**config.mk**
```make
export PLATFORM = sky130hd
export DESIGN_NAME = pll_lock_watch
export DESIGN_NICKNAME = d
export VERILOG_FILES = /design/src/rtl/lockdet_pkg.sv /design/src/rtl/lockdet_edge_sync.sv /design/src/rtl/lockdet_count_pair.sv /design/src/rtl/lockdet_ctrl.sv /design/src/rtl/pll_lock_watch.sv
export SDC_FILE = /design/constraint.sdc
export NUM_CORES = 1
export LEC_CHECK = 0
export ABC_AREA = 1
export BUFFER_PORTS_ARGS = -buffer_cell sky130_fd_sc_hd__buf_4
export CELL_PAD_IN_SITES_DETAIL_PLACEMENT = 1
export CELL_PAD_IN_SITES_GLOBAL_PLACEMENT = 1
export CORE_UTILIZATION = 25
export DETAILED_ROUTE_END_ITERATION = 8
export GPL_TIMING_DRIVEN = 1
export PLACE_DENSITY = 0.54
export SETUP_SLACK_MARGIN = 0.02
export SYNTH_ARGS = -nofsm -noshare
export SYNTH_HDL_FRONTEND = slang
export SYNTH_SLANG_ARGS = --single-unit
```
**constraint.sdc**
```tcl
create_clock -name clk -period 7.9 [get_ports clk]
set_input_delay 0 -clock clk [delete_from_list [all_inputs] [get_ports clk]]
set_output_delay 0 -clock clk [all_outputs]
set_load 0.05 [all_outputs]
```
**src/rtl/lockdet_pkg.sv**
```systemverilog
// Shared types for the clock-pair lock detector.
package lockdet_pkg;
    typedef enum logic [1:0] {
        ST_HUNT   = 2'd0,
        ST_LOCKED = 2'd1,
        ST_FAILED = 2'd2
    } lock_state_t;
endpackage

```
**src/rtl/lockdet_edge_sync.sv**
```systemverilog
// Synchronizes an asynchronous clock into the system domain and emits a
// one-cycle pulse per rising edge. Assumes the input stays high and low
// for at least two system clocks each.
module lockdet_edge_sync #(
    parameter int STAGES = 2
) (
    input  logic clk,
    input  logic rst_n,
    input  logic async_i,
    output logic rise_o
);
    logic [STAGES:0] pipe_q;

    // Shift chain: STAGES synchronizer flops plus one history flop.
    always_ff @(posedge clk) begin
        if (!rst_n) pipe_q <= '0;
        else        pipe_q <= {pipe_q[STAGES-1:0], async_i};
    end

    assign rise_o = pipe_q[STAGES-1] & ~pipe_q[STAGES];
endmodule

```
**src/rtl/lockdet_count_pair.sv**
```systemverilog
// Reference and feedback pulse counters. Offers the next-cycle counts and
// their absolute difference so the controller can decide on the new values.
// The feedback counter saturates; the reference counter is bounded by the
// controller's restart.
module lockdet_count_pair #(
    parameter int CW = 8
) (
    input  logic          clk,
    input  logic          rst_n,
    input  logic          ref_ev,
    input  logic          fb_ev,
    input  logic          clear,
    output logic [CW-1:0] ref_nx,
    output logic [CW-1:0] diff_nx
);
    logic [CW-1:0] ref_q, fb_q, fb_nx;

    // Next values: increment on each event, saturate the feedback side.
    always_comb begin
        ref_nx = ref_q + {{(CW-1){1'b0}}, ref_ev};
        fb_nx  = (fb_ev && (fb_q != {CW{1'b1}})) ? fb_q + 1'b1 : fb_q;
        diff_nx = (ref_nx >= fb_nx) ? ref_nx - fb_nx : fb_nx - ref_nx;
    end

    // Counter registers: cleared on reset or controller request.
    always_ff @(posedge clk) begin
        if (!rst_n || clear) begin
            ref_q <= '0;
            fb_q  <= '0;
        end else begin
            ref_q <= ref_nx;
            fb_q  <= fb_nx;
        end
    end

    // a clear leaves both counters at zero
    assert_clear_zeroes_R2: assert property (@(posedge clk) disable iff (!rst_n)
        clear |=> (ref_q == '0 && fb_q == '0));
    // the reference count never moves without an event
    assert_ref_step_R1: assert property (@(posedge clk) disable iff (!rst_n)
        (!clear && !ref_ev) |=> $stable(ref_q));
endmodule

```
**src/rtl/lockdet_ctrl.sv**
```systemverilog
// Lock controller: hunting, locked and failed states, the sticky trap and
// the reference gate. Power-on reset alone leaves the failed state.
module lockdet_ctrl
    import lockdet_pkg::*;
#(
    parameter int CW         = 8,
    parameter int LOCK_COUNT = 224,
    parameter int MAX_COUNT  = 232
) (
    input  logic          clk,
    input  logic          por_n,
    input  logic          rst_n,
    input  logic          ref_ev,
    input  logic [CW-1:0] ref_nx,
    input  logic [CW-1:0] diff_nx,
    input  logic          disc_i,
    input  logic          trap_clr_i,
    output logic          cnt_clear,
    output logic          lock_o,
    output logic          trap_o,
    output logic          gate_o
);
    localparam logic [CW-1:0] LOCK_V  = CW'(LOCK_COUNT);
    localparam logic [CW-1:0] MAX_V   = CW'(MAX_COUNT);
    localparam logic [CW-1:0] LIMIT_V = CW'(2);

    lock_state_t state_q, state_nx;
    logic fail_evt, drift, quarter;
    logic lock_q, trap_q, gate_q;

    // Decide next state and counter clearing from the next counts.
    always_comb begin
        drift     = diff_nx > LIMIT_V;
        quarter   = ref_ev && (ref_nx[1:0] == 2'b00);
        state_nx  = state_q;
        cnt_clear = 1'b0;
        fail_evt  = 1'b0;
        case (state_q)
            ST_HUNT: begin
                if (drift) cnt_clear = 1'b1;
                else if (ref_ev && ref_nx == LOCK_V) state_nx = ST_LOCKED;
            end
            ST_LOCKED: begin
                if (quarter && drift) begin
                    state_nx = ST_FAILED;
                    fail_evt = 1'b1;
                end else if (ref_ev && ref_nx == MAX_V) begin
                    cnt_clear = 1'b1;
                end
            end
            default: cnt_clear = 1'b1;
        endcase
        if (disc_i && state_q != ST_FAILED) begin
            state_nx = ST_FAILED;
            fail_evt = 1'b1;
        end
        if (state_nx == ST_FAILED) cnt_clear = 1'b1;
    end

    // State, lock and gate registers with the two reset levels.
    always_ff @(posedge clk) begin
        if (!por_n) begin
            state_q <= ST_HUNT;
            lock_q  <= 1'b0;
            gate_q  <= 1'b1;
        end else if (!rst_n) begin
            state_q <= (state_q == ST_FAILED) ? ST_FAILED : ST_HUNT;
            lock_q  <= 1'b0;
        end else begin
            state_q <= state_nx;
            lock_q  <= (state_nx == ST_LOCKED);
            gate_q  <= gate_q & (state_nx != ST_FAILED);
        end
    end

    // Sticky trap: set on a failure, cleared by a write-one pulse.
    always_ff @(posedge clk) begin
        if (!por_n)                 trap_q <= 1'b0;
        else if (fail_evt && rst_n) trap_q <= 1'b1;
        else if (trap_clr_i)        trap_q <= 1'b0;
    end

    assign lock_o = lock_q;
    assign trap_o = trap_q;
    assign gate_o = gate_q;

    assert_fail_sticky_R7: assert property (@(posedge clk) disable iff (!por_n)
        (state_q == ST_FAILED) |=> (state_q == ST_FAILED && !gate_o && !lock_o));
    assert_disc_fails_R8: assert property (@(posedge clk) disable iff (!por_n || !rst_n)
        disc_i |=> (!gate_o && !lock_o));
    assert_trap_on_fail_R6: assert property (@(posedge clk) disable iff (!por_n)
        $fell(gate_o) |-> trap_o);
    assert_lock_on_ref_R3: assert property (@(posedge clk) disable iff (!por_n || !rst_n)
        $rose(lock_o) |-> $past(ref_ev));
endmodule

```
**src/rtl/pll_lock_watch.sv**
```systemverilog
// Top level of the clock-pair lock detector. Synchronizes both clocks,
// counts their edges and judges lock. Assumes clk runs at least four
// times faster than either monitored clock.
module pll_lock_watch #(
    parameter int LOCK_COUNT  = 224,
    parameter int MAX_COUNT   = 232,
    parameter int SYNC_STAGES = 2
) (
    input  logic clk,
    input  logic por_n,
    input  logic rst_n,
    input  logic ref_clk_i,
    input  logic fb_clk_i,
    input  logic disc_i,
    input  logic trap_clr_i,
    output logic lock_o,
    output logic trap_o,
    output logic ref_gate_o
);
    localparam int CW = $clog2(MAX_COUNT + 8);

    logic          sys_rst_n;
    logic [1:0]    clk_in, clk_ev;
    logic          cnt_clear;
    logic [CW-1:0] ref_nx, diff_nx;

    assign sys_rst_n = por_n & rst_n;
    assign clk_in    = {fb_clk_i, ref_clk_i};

    // One synchronizer and edge detector per monitored clock.
    for (genvar g = 0; g < 2; g++) begin : g_sync
        lockdet_edge_sync #(.STAGES(SYNC_STAGES)) u_sync (
            .clk     (clk),
            .rst_n   (sys_rst_n),
            .async_i (clk_in[g]),
            .rise_o  (clk_ev[g])
        );
    end

    lockdet_count_pair #(.CW(CW)) u_cnt (
        .clk     (clk),
        .rst_n   (sys_rst_n),
        .ref_ev  (clk_ev[0]),
        .fb_ev   (clk_ev[1]),
        .clear   (cnt_clear),
        .ref_nx  (ref_nx),
        .diff_nx (diff_nx)
    );

    lockdet_ctrl #(.CW(CW), .LOCK_COUNT(LOCK_COUNT), .MAX_COUNT(MAX_COUNT)) u_ctrl (
        .clk        (clk),
        .por_n      (por_n),
        .rst_n      (rst_n),
        .ref_ev     (clk_ev[0]),
        .ref_nx     (ref_nx),
        .diff_nx    (diff_nx),
        .disc_i     (disc_i),
        .trap_clr_i (trap_clr_i),
        .cnt_clear  (cnt_clear),
        .lock_o     (lock_o),
        .trap_o     (trap_o),
        .gate_o     (ref_gate_o)
    );

    assert_gate_implies_trap_or_clear_R6: assert property (@(posedge clk) disable iff (!por_n)
        (!ref_gate_o) |-> !lock_o);
endmodule

```
-- Word level (Yosys, flattened, before mapping)
Index checks and enable logic that the tools add are counted.
- register bits: 27
- input port bits: 7
- RAM bits: 0
- memories kept: 0
- memory bits (read-only): 0
- bits in latches: 0
- logic and storage cells: 61
- output and inout bits: 3
- multiplexer cells: 19
- add/subtract/negate cells: 4
- $mul: 0
- order comparisons: 2
- bitwise operators: 6
- shifts and indexed selects: 0
- equal/unequal tests: 9
- div/mod/pow operators: 0
- reductions and logical operators: 13
- operator list (operator ; count):
    equality test 8 bit (second input constant) ; 2
    2-to-1 mux 8 bit ; 2
    subtractor 8 bit ; 2
    2-to-1 mux 2 bit ; 6
    2-to-1 mux 1 bit ; 9
    adder 8 x 1 -> 8 bit ; 1
    adder 8 x 1 -> 8 bit (second input constant) ; 1
    >= comparator 8 bit ; 1
    greater-than comparator 8 x 2 -> 1 bit (second input constant) ; 1
    inequality test 8 bit (second input constant) ; 1
    logical AND 1 bit ; 7
    AND 1 bit ; 4
    equality test 2 x 1 -> 1 bit (second input constant) ; 2
    equality test 2 bit (second input constant) ; 2
    zero test 2 bit ; 2
    inequality test 2 bit (second input constant) ; 2
    one-hot mux 2 bit (2 select lines) ; 1
    inverter 1 bit ; 2
    one-hot mux 1 bit (2 select lines) ; 1
    AND reduction 2 bit ; 1
    nonzero test 2 bit ; 1
    zero test 1 bit ; 1
    logical OR 1 bit ; 1

-- Logic depth before layout (Yosys ltp)
Gate-level depths: netlist of run 1.
- depth after elaboration: 14
- mapped depth: 24
- depth with buffers taken out: 24

-- Cells and area by module
Synthesis of run 1 repeated with hierarchy kept, for this count alone.
- cells, all modules: 290
- area, all modules: 1928.1 um2
- by module, submodules not included (module ; times used ; area each (um2) ; cells an instance ; sequential area each (um2)):
    lockdet_count_pair ; 1 ; 1368.8 ; 206 ; 320.3
    lockdet_ctrl ; 1 ; 366.6 ; 60 ; 100.1
    lockdet_edge_sync ; 2 ; 92.6 ; 11 ; 60.1
    pll_lock_watch ; 1 ; 7.5 ; 2 ; 0.0

-- Worst setup path after synthesis of run 1
OpenSTA, ideal clock, no wires.
- path type: reg-to-reg
- start point: register u_cnt.fb_q[0]
- end point: register u_cnt.fb_q[6]
- cell stages (with the launch flop): 23
- clock period less this slack: 3199 ps
- path buffers: 1
- data required time: 7774 ps
- setup time: 126 ps
- setup slack: 4701 ps
- arrival time: 3073 ps
- cell sequence: dfxtp_1 -> ha_1 -> nand2_2 -> nor2_4 -> nand2_2 -> nand2_4 -> nor3_1 -> xor2_1 -> inv_1 -> ha_1 -> inv_1 -> o21ai_0 -> a21oi_1 -> o21ai_0 -> xor2_1 -> nand3_1 -> nor2_1 -> nand2_1 -> nand2_2 -> o21ai_2 -> nand3_2 -> buf_6 -> nor3_2
- cells in the longest elaborated chain, start to end: 13
- elaborated cells between the ends (all ways): 20
- those cells by class: add/sub: 3; order compare: 2; eq/ne: 2; mux: 10; reduce/logical: 3
- RTL lines (what ; line ; RTL):
    start: declaration ; lockdet_count_pair.sv:16 ; logic [CW-1:0] ref_q, fb_q, fb_nx;
    start signal: assignment ; lockdet_count_pair.sv:32 ; fb_q <= fb_nx;
    parallel branches: the longest is 2 deep, another holds adder 8 x 1 -> 8 bit ; - ;
    2-to-1 mux 8 bit (*) ; lockdet_count_pair.sv:21 ; fb_nx = (fb_ev && (fb_q != {CW{1'b1}})) ? fb_q + 1'b1 : fb_q;
    via u_cnt.fb_nx[4] ; lockdet_count_pair.sv:16 ;
    subtractor 8 bit or >= comparator 8 bit (tied branches) ; lockdet_count_pair.sv:22 ; diff_nx = (ref_nx >= fb_nx) ? ref_nx - fb_nx : fb_nx - ref_nx;
    2-to-1 mux 8 bit (*) ; lockdet_count_pair.sv:22 ;
    greater-than comparator 8 x 2 -> 1 bit (*) ; lockdet_ctrl.sv:33 ; drift = diff_nx > LIMIT_V;
    logical AND 1 bit ; lockdet_ctrl.sv:44 ; if (quarter && drift) begin
    2-to-1 mux 2 bit ; lockdet_ctrl.sv:44 ;
    one-hot mux 2 bit (2 select lines) ; lockdet_ctrl.sv:38 ; case (state_q)
    2-to-1 mux 2 bit ; lockdet_ctrl.sv:53 ; if (disc_i && state_q != ST_FAILED) begin
    equality test 2 bit ; lockdet_ctrl.sv:57 ; if (state_nx == ST_FAILED) cnt_clear = 1'b1;
    2-to-1 mux 1 bit (*) ; lockdet_ctrl.sv:57 ;
    logical OR 1 bit (*) ; lockdet_count_pair.sv:27 ; if (!rst_n || clear) begin
Mark *: on every way through the listed nets, which the timed path passes.
A chain may end at the register's enable or synchronous reset.

-- Worst setup path in the final report of run 1
- start point: register u_cnt.fb_q[0]
- end point: register u_ctrl.trap_q, in the netlist u_ctrl.trap_o
- cells in the longest elaborated chain, start to end: 12
- elaborated cells between the ends (all ways): 16
- those cells by class: add/sub: 3; order compare: 2; eq/ne: 1; mux: 6; reduce/logical: 4
- RTL lines (what ; line ; RTL):
    parallel branches: the longest is 2 deep, another holds adder 8 x 1 -> 8 bit ; - ;
    2-to-1 mux 8 bit (*) ; lockdet_count_pair.sv:21 ;
    via u_cnt.fb_nx[4] ; lockdet_count_pair.sv:16 ;
    subtractor 8 bit or >= comparator 8 bit (tied branches) ; lockdet_count_pair.sv:22 ;
    2-to-1 mux 8 bit (*) ; lockdet_count_pair.sv:22 ;
    greater-than comparator 8 x 2 -> 1 bit (*) ; lockdet_ctrl.sv:33 ;
    logical AND 1 bit (*) ; lockdet_ctrl.sv:44 ;
    2-to-1 mux 1 bit (*) ; lockdet_ctrl.sv:44 ;
    2-to-1 mux 1 bit (*) ; lockdet_ctrl.sv:38 ;
    2-to-1 mux 1 bit (*) ; lockdet_ctrl.sv:53 ;
    logical AND 1 bit (*) ; lockdet_ctrl.sv:79 ; else if (fail_evt && rst_n) trap_q <= 1'b1;
    2-to-1 mux 1 bit or nonzero test 2 bit (tied branches) ; - ;
    end signal: assignment ; lockdet_ctrl.sv:78 ; if (!por_n) trap_q <= 1'b0;
    end signal: assignment ; lockdet_ctrl.sv:79 ;
    end signal: assignment ; lockdet_ctrl.sv:80 ; else if (trap_clr_i) trap_q <= 1'b0;
    end: declaration ; lockdet_ctrl.sv:29 ; logic lock_q, trap_q, gate_q;
Marks and branches as above.

==> results.py, run 1 <==
metrics = {
    "detailed_routing": {
        "via_count": 1724,
        "avgRoutedWirePerCell_um": 12.74,
        "drc": 0,
        "dr.pass1.iters": 4,
        "drt_iter0_markers": 27,
        "wl_um": 5005,
        "ant_nets": 0,
        "via_per_inst": 4.387,
    },
    "power": {
        "power_frac_seq_pct": 56.0,
        "p_int_mw": 0.1848,
        "comb_power_share_pct": 12.7,
        "power_frac_clock_pct": 31.2,
        "p_leak_nw": 1.073,
        "p_switching_mw": 0.06453,
        "vdd_drop_max_v": 0.00007325,
        "p_per_area_nw_per_um2": 108.2,
        "switching_share_pct": 25.88,
    },
    "setup_path": {
        "cp_slowest_stage_delay_ns": 0.55,
        "rrSetupSlack_ns": 3.60,
        "cp-end-kind": "flop",
        "cp.arrival_ns": 4.46,
        "path_buf_inv": 3,
        "worstSetupStartpointType": "flop",
        "slowest_stage": "dlygate4sd3_1",
        "cp_cell_sequence": "ha_1, nand2_2, nor2_4, nand2_2, nand2_4, nor3_1, xor2_1, inv_1, ha_1, inv_1, o21ai_0, a21oi_1, nor2_1, nor2_1, nand2_1, xor2_1, nand3_2, nand4_2, nand2_4, nand3_1, o21ai_0, dlygate4sd3_1",
        "cp_top_family": "simple AND/OR/NAND/NOR gates",
        "path_max_fanout": 17,
        "required_ns": 8.06,
        "crit_type": "flop to flop",
    },
    "layout": {
        "diodes": 0,
        "layout.nets": 318,
        "synthToLayoutAreaGrowth_pct": 14.14,
        "stdcell_area_um2": 2303,
        "num-fill-cells": 989,
        "drive_above_1_share_pct": 16.15,
    },
    "global_routing": {
        "grt_pass1_wl_um": 8673,
        "grt_max_degree": 18,
        "grt_usage_pct": 12.72,
        "grt_pass1_vias": 1839,
        "grt_antenna_before_repair": 0,
        "overflow": 0,
    },
    "synth": {
        "synth_compound_gate_area_share_pct": 6.758,
        "ys_seq_area_share_pct": 26.78,
        "synth_xor_area_share_pct": 7.812,
        "ys_seq_elements": 27,
        "async_flop_share_pct": 0,
        "synth_edf_count": 0,
        "synth_cell_types": 33,
        "syn_nets": 300,
        "synth_cells": 274,
        "ys_warn_count": 0,
        "ys.flop_type": "dfxtp_1",
        "synth_fa_ha_area_share_pct": 12.15,
        "synth_area_um2": 2018,
        "synth_mux_area_share_pct": 0,
        "synth_top_family_by_area": "simple AND/OR/NAND/NOR gates",
        "synth-simple-area-share_pct": 36.64,
        "avgSynthCellArea_um2": 7.366,
    },
    "clocking": {
        "cts_buffers": 3,
        "cts-resized-gates": 0,
        "htreeDepth": 1,
        "ctsRootBufferMaster": "clkbuf_8",
        "cts_setup_buffers": 0,
        "cts.path.max_buffers": 2,
        "clk_pin_slew_worst_paths_ns": 0.09,
        "cts_num_sinks": 27,
        "cts_tree": "built",
        "clkLatencyLatePin_ns": 0.27,
    },
    "floorplanning": {
        "die-area_um2": 8436,
        "die_h_um": 91.85,
        "die_x_um": 91.85,
        "row_count": 32,
        "core_um2": 7767,
        "start_util_pct": 25.98,
        "ios": 10,
    },
    "timing": {
        "setup_tns_ns": 0,
        "slew_headroom_pct": 69.86,
        "worst_slew_pin_slew_ns": 0.4473,
        "clock.fmax_ghz": 0.2327,
        "fin_crit_sh_pct": 54.40,
        "worst_slack_ns": 3.602,
        "min_period_ns": 4.298,
        "finClkSkew_ns": 0.002720,
        "drv_slew": 0,
        "rsz0062_at_grt": "no",
        "hold_viol": 0,
        "holdWs_ns": 0.04258,
        "setup_viol": 0,
    },
    "run_status": {
        "status": "completed",
    },
    "run": {
        "maxCapViolations": 0,
    },
    "placement": {
        "place_area_um2": 2187,
        "dp_slack_ns": 3.944,
        "routabilityCongestion": 0.7619,
        "dpl.hpwl_um": 4138,
        "io_buffer_count": 9,
    },
    "min_path": {
        "hold_path.class": "input port to flop",
    },
}
cell type report:
cell class,instances,area [um2],share of cell area (%)
Multi-Input combinational cell,198,1279,55.51
Sequential cell,27,540.5,23.47
Inverter,46,172.7,7.496
Timing Repair Buffer,16,137.6,5.975
Tap cell,102,127.6,5.540
Clock buffer,3,41.29,1.793
Clock inverter,1,5.005,0.2173
final timing paths:
| path | startpoint | to | cells after the start |
|---|---|---|---|
| worst min register to register | g_sync[0].u_sync.pipe_q[0] | g_sync[0].u_sync.pipe_q[1] | 2 |
| worst min-delay path | disc_i | u_ctrl.state_q[0] | 4 |
| worst max register to register | u_cnt.fb_q[0] | u_ctrl.trap_o | 22 |
| worst max-delay path | u_cnt.fb_q[0] | u_ctrl.trap_o | 22 |
Yosys cell counts, types with 2 or more instances:
| master | number | area [um2] |
|---|---|---|
| inv_1 | 45 | 168.9 |
| dfxtp_1 | 27 | 540.5 |
| a21oi_2 | 2 | 17.52 |
| nand3_1 | 23 | 115.1 |
| nor3_2 | 10 | 100.1 |
| nand2_4 | 2 | 22.52 |
| o21ai_0 | 5 | 25.02 |
| buf_6 | 2 | 22.52 |
| or2_2 | 2 | 12.51 |
| nand2_1 | 40 | 150.1 |
| nand3_2 | 5 | 50.05 |
| ha_1 | 18 | 225.2 |
| nor2_1 | 24 | 90.09 |
| nand2_2 | 7 | 43.79 |
| a21oi_1 | 13 | 65.06 |
| nor2_4 | 2 | 22.52 |
| xor2_1 | 15 | 131.4 |
| xnor2_1 | 3 | 26.28 |
| nand4_1 | 5 | 31.28 |
| nor3_1 | 11 | 55.05 |
per-stage QoR:
| step | std cells | power (mW) | utilization, % |
|---|---|---|---|
| 2_1_floorplan | 274 | 0.1644 | - |
| 3_3_place_gp | 382 | 0.1715 | 28.16 |
| 3_5_place_dp | 382 | 0.1718 | 28.16 |
| 4_1_cts | 393 | 0.2534 | 29.66 |
| 5_1_grt | 393 | 0.2618 | 29.66 |
| 6_report | 393 | 0.2493 | 29.66 |
kinds of logic (layout without fill, tap and decap cells):
group                      count (synthesis)  after routing
adders and majority gates                 19             19
DFF                                       27             27
and+or+nand+nor                          137            137
xor gates and xnor gates                  18             18
buffers and inverters                     49             66
AOI/OAI and AO/OA                         24             24
sequential cells by signal (all words and copies together) (netlist names):
| name | flops |
|---|---|
| u_ctrl.gate_o | 1 |
| u_ctrl.state_q | 2 |
| u_cnt.ref_q | 8 |
| g_sync.u_sync.pipe_q | 6 |
| u_cnt.fb_q | 8 |
| u_ctrl.lock_o | 1 |
| u_ctrl.trap_o | 1 |
tightest hold or removal path, stage by stage:
cell and delay, ns:
buf_4 0.08, a21oi_1 0.04, nand3_1 0.10, nor2_1 0.04
cell usage in the layout, fill, tap and decap left out:
cell type and n:
nand2_1 40, nand2_4 2, fa_1 1, o21ai_2 1, o21ai_1 1, dlygate4sd3_1 7, nand3_2 5, clkbuf_8 3
or2_2 2, inv_2 1, nor3_2 10, o21bai_1 1, xnor2_1 3, and3_1 1, nand4_2 1, nand3b_1 1
nor4_1 1, o21ai_0 5, nor2_2 1, o211ai_1 1, nor2_1 24, inv_1 45, nand2_2 7, a21oi_1 13
nand3_1 23, ha_1 18, xor2_1 15, dfxtp_1 27, a21oi_2 2, nor2_4 2, clkinv_2 1, nand4_1 5
nor3_1 11, nor3b_1 1, buf_4 9
metal layers:
metal / global-route usage [%] / vias to the layer above / part of all wire (%)
li1: - / 918 / -
met5: 0 / - / 0
met1: 16.91 / 794 / 51
met2: 22.82 / 10 / 48
met3: 0.8292 / 2 / 0.90
met4: 1.953 / 0 / 0.42
power by group through the flow:
stage | logic (mW) | registers, mW | clock network (mW)
after floorplan | 0.0196 | 0.145 | 0
after global placement | 0.0286 | 0.143 | 0
after detailed placement | 0.0289 | 0.143 | 0
after CTS | 0.0318 | 0.140 | 0.0817
after global routing | 0.0353 | 0.140 | 0.0863
final | 0.0318 | 0.140 | 0.0779
repair_timing:
action / in CTS / in global routing
endpoints found under the setup margin: 0 / 0
endpoints found under the hold margin: 5 / 0
hold buffers: 7 / 0
No activity file was read; power rests on OpenSTA's default activity.
==> run 2: changes to the inputs <==
Clock period 7.9 ns to 4.2 ns, I/O delays scaled along.
==> results.py, run 2 (synthesized netlist as in run 1, its figures left out) <==
metrics = {
    "run_status": {
        "status": "completed",
    },
    "setup_path": {
        "cp.arrival_ns": 3.88,
        "worstSetupStartpointType": "flop",
        "cp-end-kind": "flop",
        "path_max_fanout": 16,
        "crit_type": "flop to flop",
        "required_ns": 4.39,
    },
    "global_routing": {
        "overflow": 0,
        "grt_antenna_before_repair": 0,
        "grt_pass1_vias": 1878,
        "grt_pass1_wl_um": 8832,
        "grt_usage_pct": 13.04,
        "grt_max_degree": 18,
    },
    "timing": {
        "fin_crit_sh_pct": 87.94,
        "slew_headroom_pct": 72.14,
        "rsz0062_at_grt": "no",
        "setup_viol": 0,
        "min_period_ns": 3.693,
        "drv_slew": 0,
        "worst_slew_pin_slew_ns": 0.4141,
        "finClkSkew_ns": 0.004933,
        "setup_tns_ns": 0,
        "holdWs_ns": 0.04615,
        "hold_viol": 0,
        "clock.fmax_ghz": 0.2708,
    },
    "layout": {
        "final_common_cell": "inv_1",
        "diodes": 0,
        "fin_cells": 393,
        "multiInputGateArea_um2": 1291,
        "seqCellArea_um2": 540.5,
        "num-fill-cells": 976,
        "final_cell_mix": "inv_1 (45), nand2_1 (40), dfxtp_1 (27)",
        "reg_top3": "u_cnt.fb_q (8), u_cnt.ref_q (8), g_sync.u_sync.pipe_q (6)",
        "stdcell_area_um2": 2310,
        "layout.nets": 318,
        "finish.utilization_pct": 29.74,
        "synthToLayoutAreaGrowth_pct": 14.45,
        "drive_above_1_share_pct": 16.84,
    },
    "floorplanning": {
        "die_h_um": 91.85,
        "start_util_pct": 25.98,
        "core_um2": 7767,
        "die_x_um": 91.85,
        "row_count": 32,
        "ios": 10,
        "die-area_um2": 8436,
    },
    "placement": {
        "io_buffer_count": 9,
        "dpl.cell_count": 384,
        "dpl.hpwl_um": 4285,
        "routabilityCongestion": 0.7715,
        "place_area_um2": 2202,
    },
    "detailed_routing": {
        "drc": 0,
        "via_count": 1759,
        "wl_um": 5097,
        "via_per_inst": 4.476,
        "dr.pass1.iters": 4,
        "avgRoutedWirePerCell_um": 12.97,
        "ant_nets": 0,
        "drt_iter0_markers": 24,
    },
    "power": {
        "p_per_area_nw_per_um2": 201.3,
        "p_leak_nw": 1.071,
        "vdd_drop_max_v": 0.0001734,
    },
    "clocking": {
        "cts_tree": "built",
        "cts_num_sinks": 27,
        "clkLatencyLatePin_ns": 0.26,
        "htreeDepth": 1,
        "clk_pin_slew_worst_paths_ns": 0.09,
        "cts_buffers": 3,
        "ctsRootBufferMaster": "clkbuf_8",
        "cts.path.max_buffers": 2,
    },
    "run": {
        "maxCapViolations": 0,
    },
    "min_path": {
        "hold_path.class": "input port to flop",
    },
}
## run 2: worst paths after layout
kind / endpoint / from / slack [ns] / cells after the start
hold reg to reg: g_sync[0].u_sync.pipe_q[1] / g_sync[0].u_sync.pipe_q[0] / 0.41 / 2
hold / removal: u_ctrl.state_q[0] / disc_i / 0.05 / 4
setup / recovery: u_cnt.ref_q[1] / u_cnt.fb_q[0] / 0.51 / 20
setup reg to reg: u_cnt.ref_q[1] / u_cnt.fb_q[0] / 0.51 / 20
## run 2: metal layers
metal  vias up  share of wire, %  wire length, um  global-route usage (%)
met1       827                51             2594                   17.34
met3         4              0.71               36                  0.4975
met5         -                 0                0                       0
met2        12                47             2408                   22.95
met4         0               1.1               57                   3.516
li1        916                 -                -                       -
## run 2: repair_timing
| action | CTS | global route |
|---|---|---|
| endpoints found under the setup margin | 0 | 19 |
| endpoints found under the hold margin | 5 | 0 |
| resized for setup | 0 | 3 |
| hold buffers | 5 | 0 |
| setup buffers | 0 | 0 |
## run 2: metrics by stage
step | setup WS [ns] | total power [mW]
after detailed placement | 0.1374 | 0.3236
final | 0.5065 | 0.4649
after global placement | 0.2064 | 0.3222
after floorplan | 1.001 | 0.3091
after CTS | 0.1041 | 0.4737
after global routing | 0.07450 | 0.4879
## run 2: layout make-up
cell class / count / share of cell area (%)
well taps: 102 / 5.525
flip-flops and latches: 27 / 23.40
multi-input cells: 198 / 55.90
clock buffers: 4 / 1.950
inverters: 46 / 7.476
repair buffers: 16 / 5.742
## run 2: critical path, cell delays in order, from the launching register on
cell	delay, ns
dfxtp_1	0.34
ha_1	0.23
nand2_2	0.11
nor2_4	0.04
nand2_2	0.10
nand2_4	0.08
nor3_2	0.24
xor2_1	0.22
inv_1	0.10
ha_1	0.40
inv_1	0.13
o21ai_1	0.21
a21oi_1	0.09
o21ai_0	0.19
xor2_1	0.20
nand3_1	0.09
nor2_1	0.09
nand2_1	0.13
nand3_1	0.18
nand3_4	0.23
nor3_1	0.20
## run 2: power breakdown
group	switching [mW]	internal, mW	total (mW)	leakage, nW
clock network	0.0757	0.0678	0.143	0.0228
logic	0.0382	0.0204	0.0586	0.830
registers	0.00323	0.260	0.263	0.219
==> run 3: changes to the inputs <==
Settings changed: CORE_UTILIZATION 25 to 45, PLACE_DENSITY 0.54 to 0.84.
==> results.py, run 3 (synthesized netlist as in run 1, its figures left out) <==
metrics = {
    "floorplanning": {
        "core_um2": 4144,
        "die-area_um2": 4757,
        "row_count": 23,
        "start_util_pct": 48.70,
        "die_x_um": 68.97,
        "die_h_um": 68.97,
        "ios": 10,
    },
    "clocking": {
        "ctsRootBufferMaster": "clkbuf_8",
        "cts.path.max_buffers": 2,
        "clk_pin_slew_worst_paths_ns": 0.09,
        "clkLatencyLatePin_ns": 0.28,
        "cts_num_sinks": 27,
        "cts_tree": "built",
        "cts_buffers": 3,
        "htreeDepth": 1,
    },
    "timing": {
        "slew_headroom_pct": 70.47,
        "rsz0062_at_grt": "no",
        "hold_viol": 0,
        "setup_viol": 0,
        "worst_slew_pin_slew_ns": 0.4424,
        "min_period_ns": 3.912,
        "drv_slew": 0,
        "clock.fmax_ghz": 0.2556,
        "fin_crit_sh_pct": 93.14,
        "setup_tns_ns": 0,
        "finClkSkew_ns": 0.001381,
        "holdWs_ns": 0.09624,
        "worst_slack_ns": 0.2883,
    },
    "detailed_routing": {
        "drt_iter0_markers": 42,
        "avgRoutedWirePerCell_um": 15.51,
        "drc": 0,
        "via_count": 1800,
        "dr.pass1.iters": 4,
        "ant_nets": 0,
        "via_per_inst": 5.248,
        "wl_um": 5319,
    },
    "layout": {
        "reg_top3": "u_cnt.fb_q (8), u_cnt.ref_q (8), g_sync.u_sync.pipe_q (6)",
        "seqCellArea_um2": 540.5,
        "synthToLayoutAreaGrowth_pct": 13.82,
        "multiInputGateArea_um2": 1325,
        "final_common_cell": "inv_1",
        "drive_above_1_share_pct": 19.80,
        "layout.nets": 320,
        "final_cell_mix": "inv_1 (45), nand2_1 (40), dfxtp_1 (27)",
        "num-fill-cells": 546,
        "diodes": 0,
    },
    "placement": {
        "io_buffer_count": 9,
        "dp_slack_ns": 0.3744,
        "dpl.hpwl_um": 4006,
        "routabilityCongestion": 0.8325,
    },
    "setup_path": {
        "cp.arrival_ns": 4.14,
        "path_max_fanout": 6,
        "r2r_cells": 19,
        "required_ns": 4.42,
        "crit_type": "flop to flop",
        "worstReg2RegEnd": "u_ctrl.gate_o",
        "worstSetupStartpointType": "flop",
        "cp-end-kind": "flop",
        "rrSetupSlack_ns": 0.29,
        "reg2reg_from": "g_sync[0].u_sync.pipe_q[1]",
    },
    "min_path": {
        "hold_path.class": "input port to flop",
        "holdPathStages": 4,
        "hold_end": "u_ctrl.state_q[0]",
        "hold_start": "disc_i",
    },
    "global_routing": {
        "grt_max_degree": 18,
        "grt_usage_pct": 24.20,
        "grt_pass1_wl_um": 8280,
        "grt_antenna_before_repair": 0,
        "grt_pass1_vias": 1813,
        "overflow": 0,
    },
    "run_status": {
        "status": "completed",
    },
    "run": {
        "maxCapViolations": 0,
    },
    "power": {
        "power.total_mw": 0.4747,
        "p_leak_nw": 1.073,
        "p_per_area_nw_per_um2": 206.6,
        "vdd_drop_max_v": 0.0001871,
    },
}
-- run 3: layer usage --
layer	vias to the layer above	GRT usage (%)	routed length (um)	share of wire, %
met4	0	7.908	51	0.96
met1	861	28.84	2482	47
met5	-	0	0	0
li1	920	-	-	-
met2	14	45.27	2744	52
met3	5	1.645	40	0.75
-- run 3: final cells by class --
cell class	count	area share (%)
clock inverters	1	0.2179
inverters	46	7.516
flip-flops and latches	27	23.53
well taps	50	2.723
multi-input cells	198	57.68
clock buffers	3	1.797
repair buffers	18	6.536
-- run 3: timing repair --
item / CTS / global route
hold buffers: 6 / 0
resized for setup: 0 / 11
setup endpoints to repair: 0 / 9
hold endpoints to repair: 5 / 0
setup buffers: 0 / 2
-- run 3: how the worst max path moves through the flow --
stage / start / cells after the start / end / slack [ns]
2_1_floorplan: u_cnt.fb_q[0] / 22 / u_cnt.fb_q[6] / 1.00
3_5_place_dp: u_cnt.fb_q[0] / 22 / u_cnt.ref_q[3] / 0.37
3_3_place_gp: g_sync[0].u_sync.pipe_q[1] / 19 / u_cnt.ref_q[1] / 0.56
4_1_cts: u_cnt.fb_q[0] / 20 / u_ctrl.gate_o / 0.21
5_1_grt: g_sync[0].u_sync.pipe_q[1] / 21 / u_ctrl.gate_o / 0.009
6_report: g_sync[0].u_sync.pipe_q[1] / 19 / u_ctrl.gate_o / 0.29
-- run 3: worst max-delay path, stage by stage (launching register included) --
cell and delay, ns:
dfxtp_1 0.32, inv_1 0.04, nor2_1 0.16, ha_1 0.20, ha_1 0.20, xor2_1 0.30
inv_1 0.18, ha_1 0.44, nand2_1 0.10, o21ai_1 0.27, a21oi_1 0.14, xor2_1 0.16
nor2_1 0.12, nand3_1 0.08, nor2_1 0.09, nand2_1 0.13, nand4_4 0.17, nand4_1 0.10
o211ai_1 0.10, dlygate4sd3_1 0.57
-- run 3: report_power, final --
| part | internal, mW | switching [mW] | leakage, nW |
|---|---|---|---|
| registers | 0.260 | 0.00349 | 0.219 |
| logic | 0.0210 | 0.0404 | 0.829 |
| clock network | 0.0666 | 0.0835 | 0.0255 |
-- run 3: metrics by stage --
stage | util [%] | instance area (um2) | std cells
floorplan | - | 2018 | 274
global placement | 51.39 | 2130 | 331
detailed placement | 51.39 | 2130 | 331
CTS | 53.96 | 2236 | 341
global route | 55.43 | 2297 | 343
finish | 55.43 | 2297 | 343
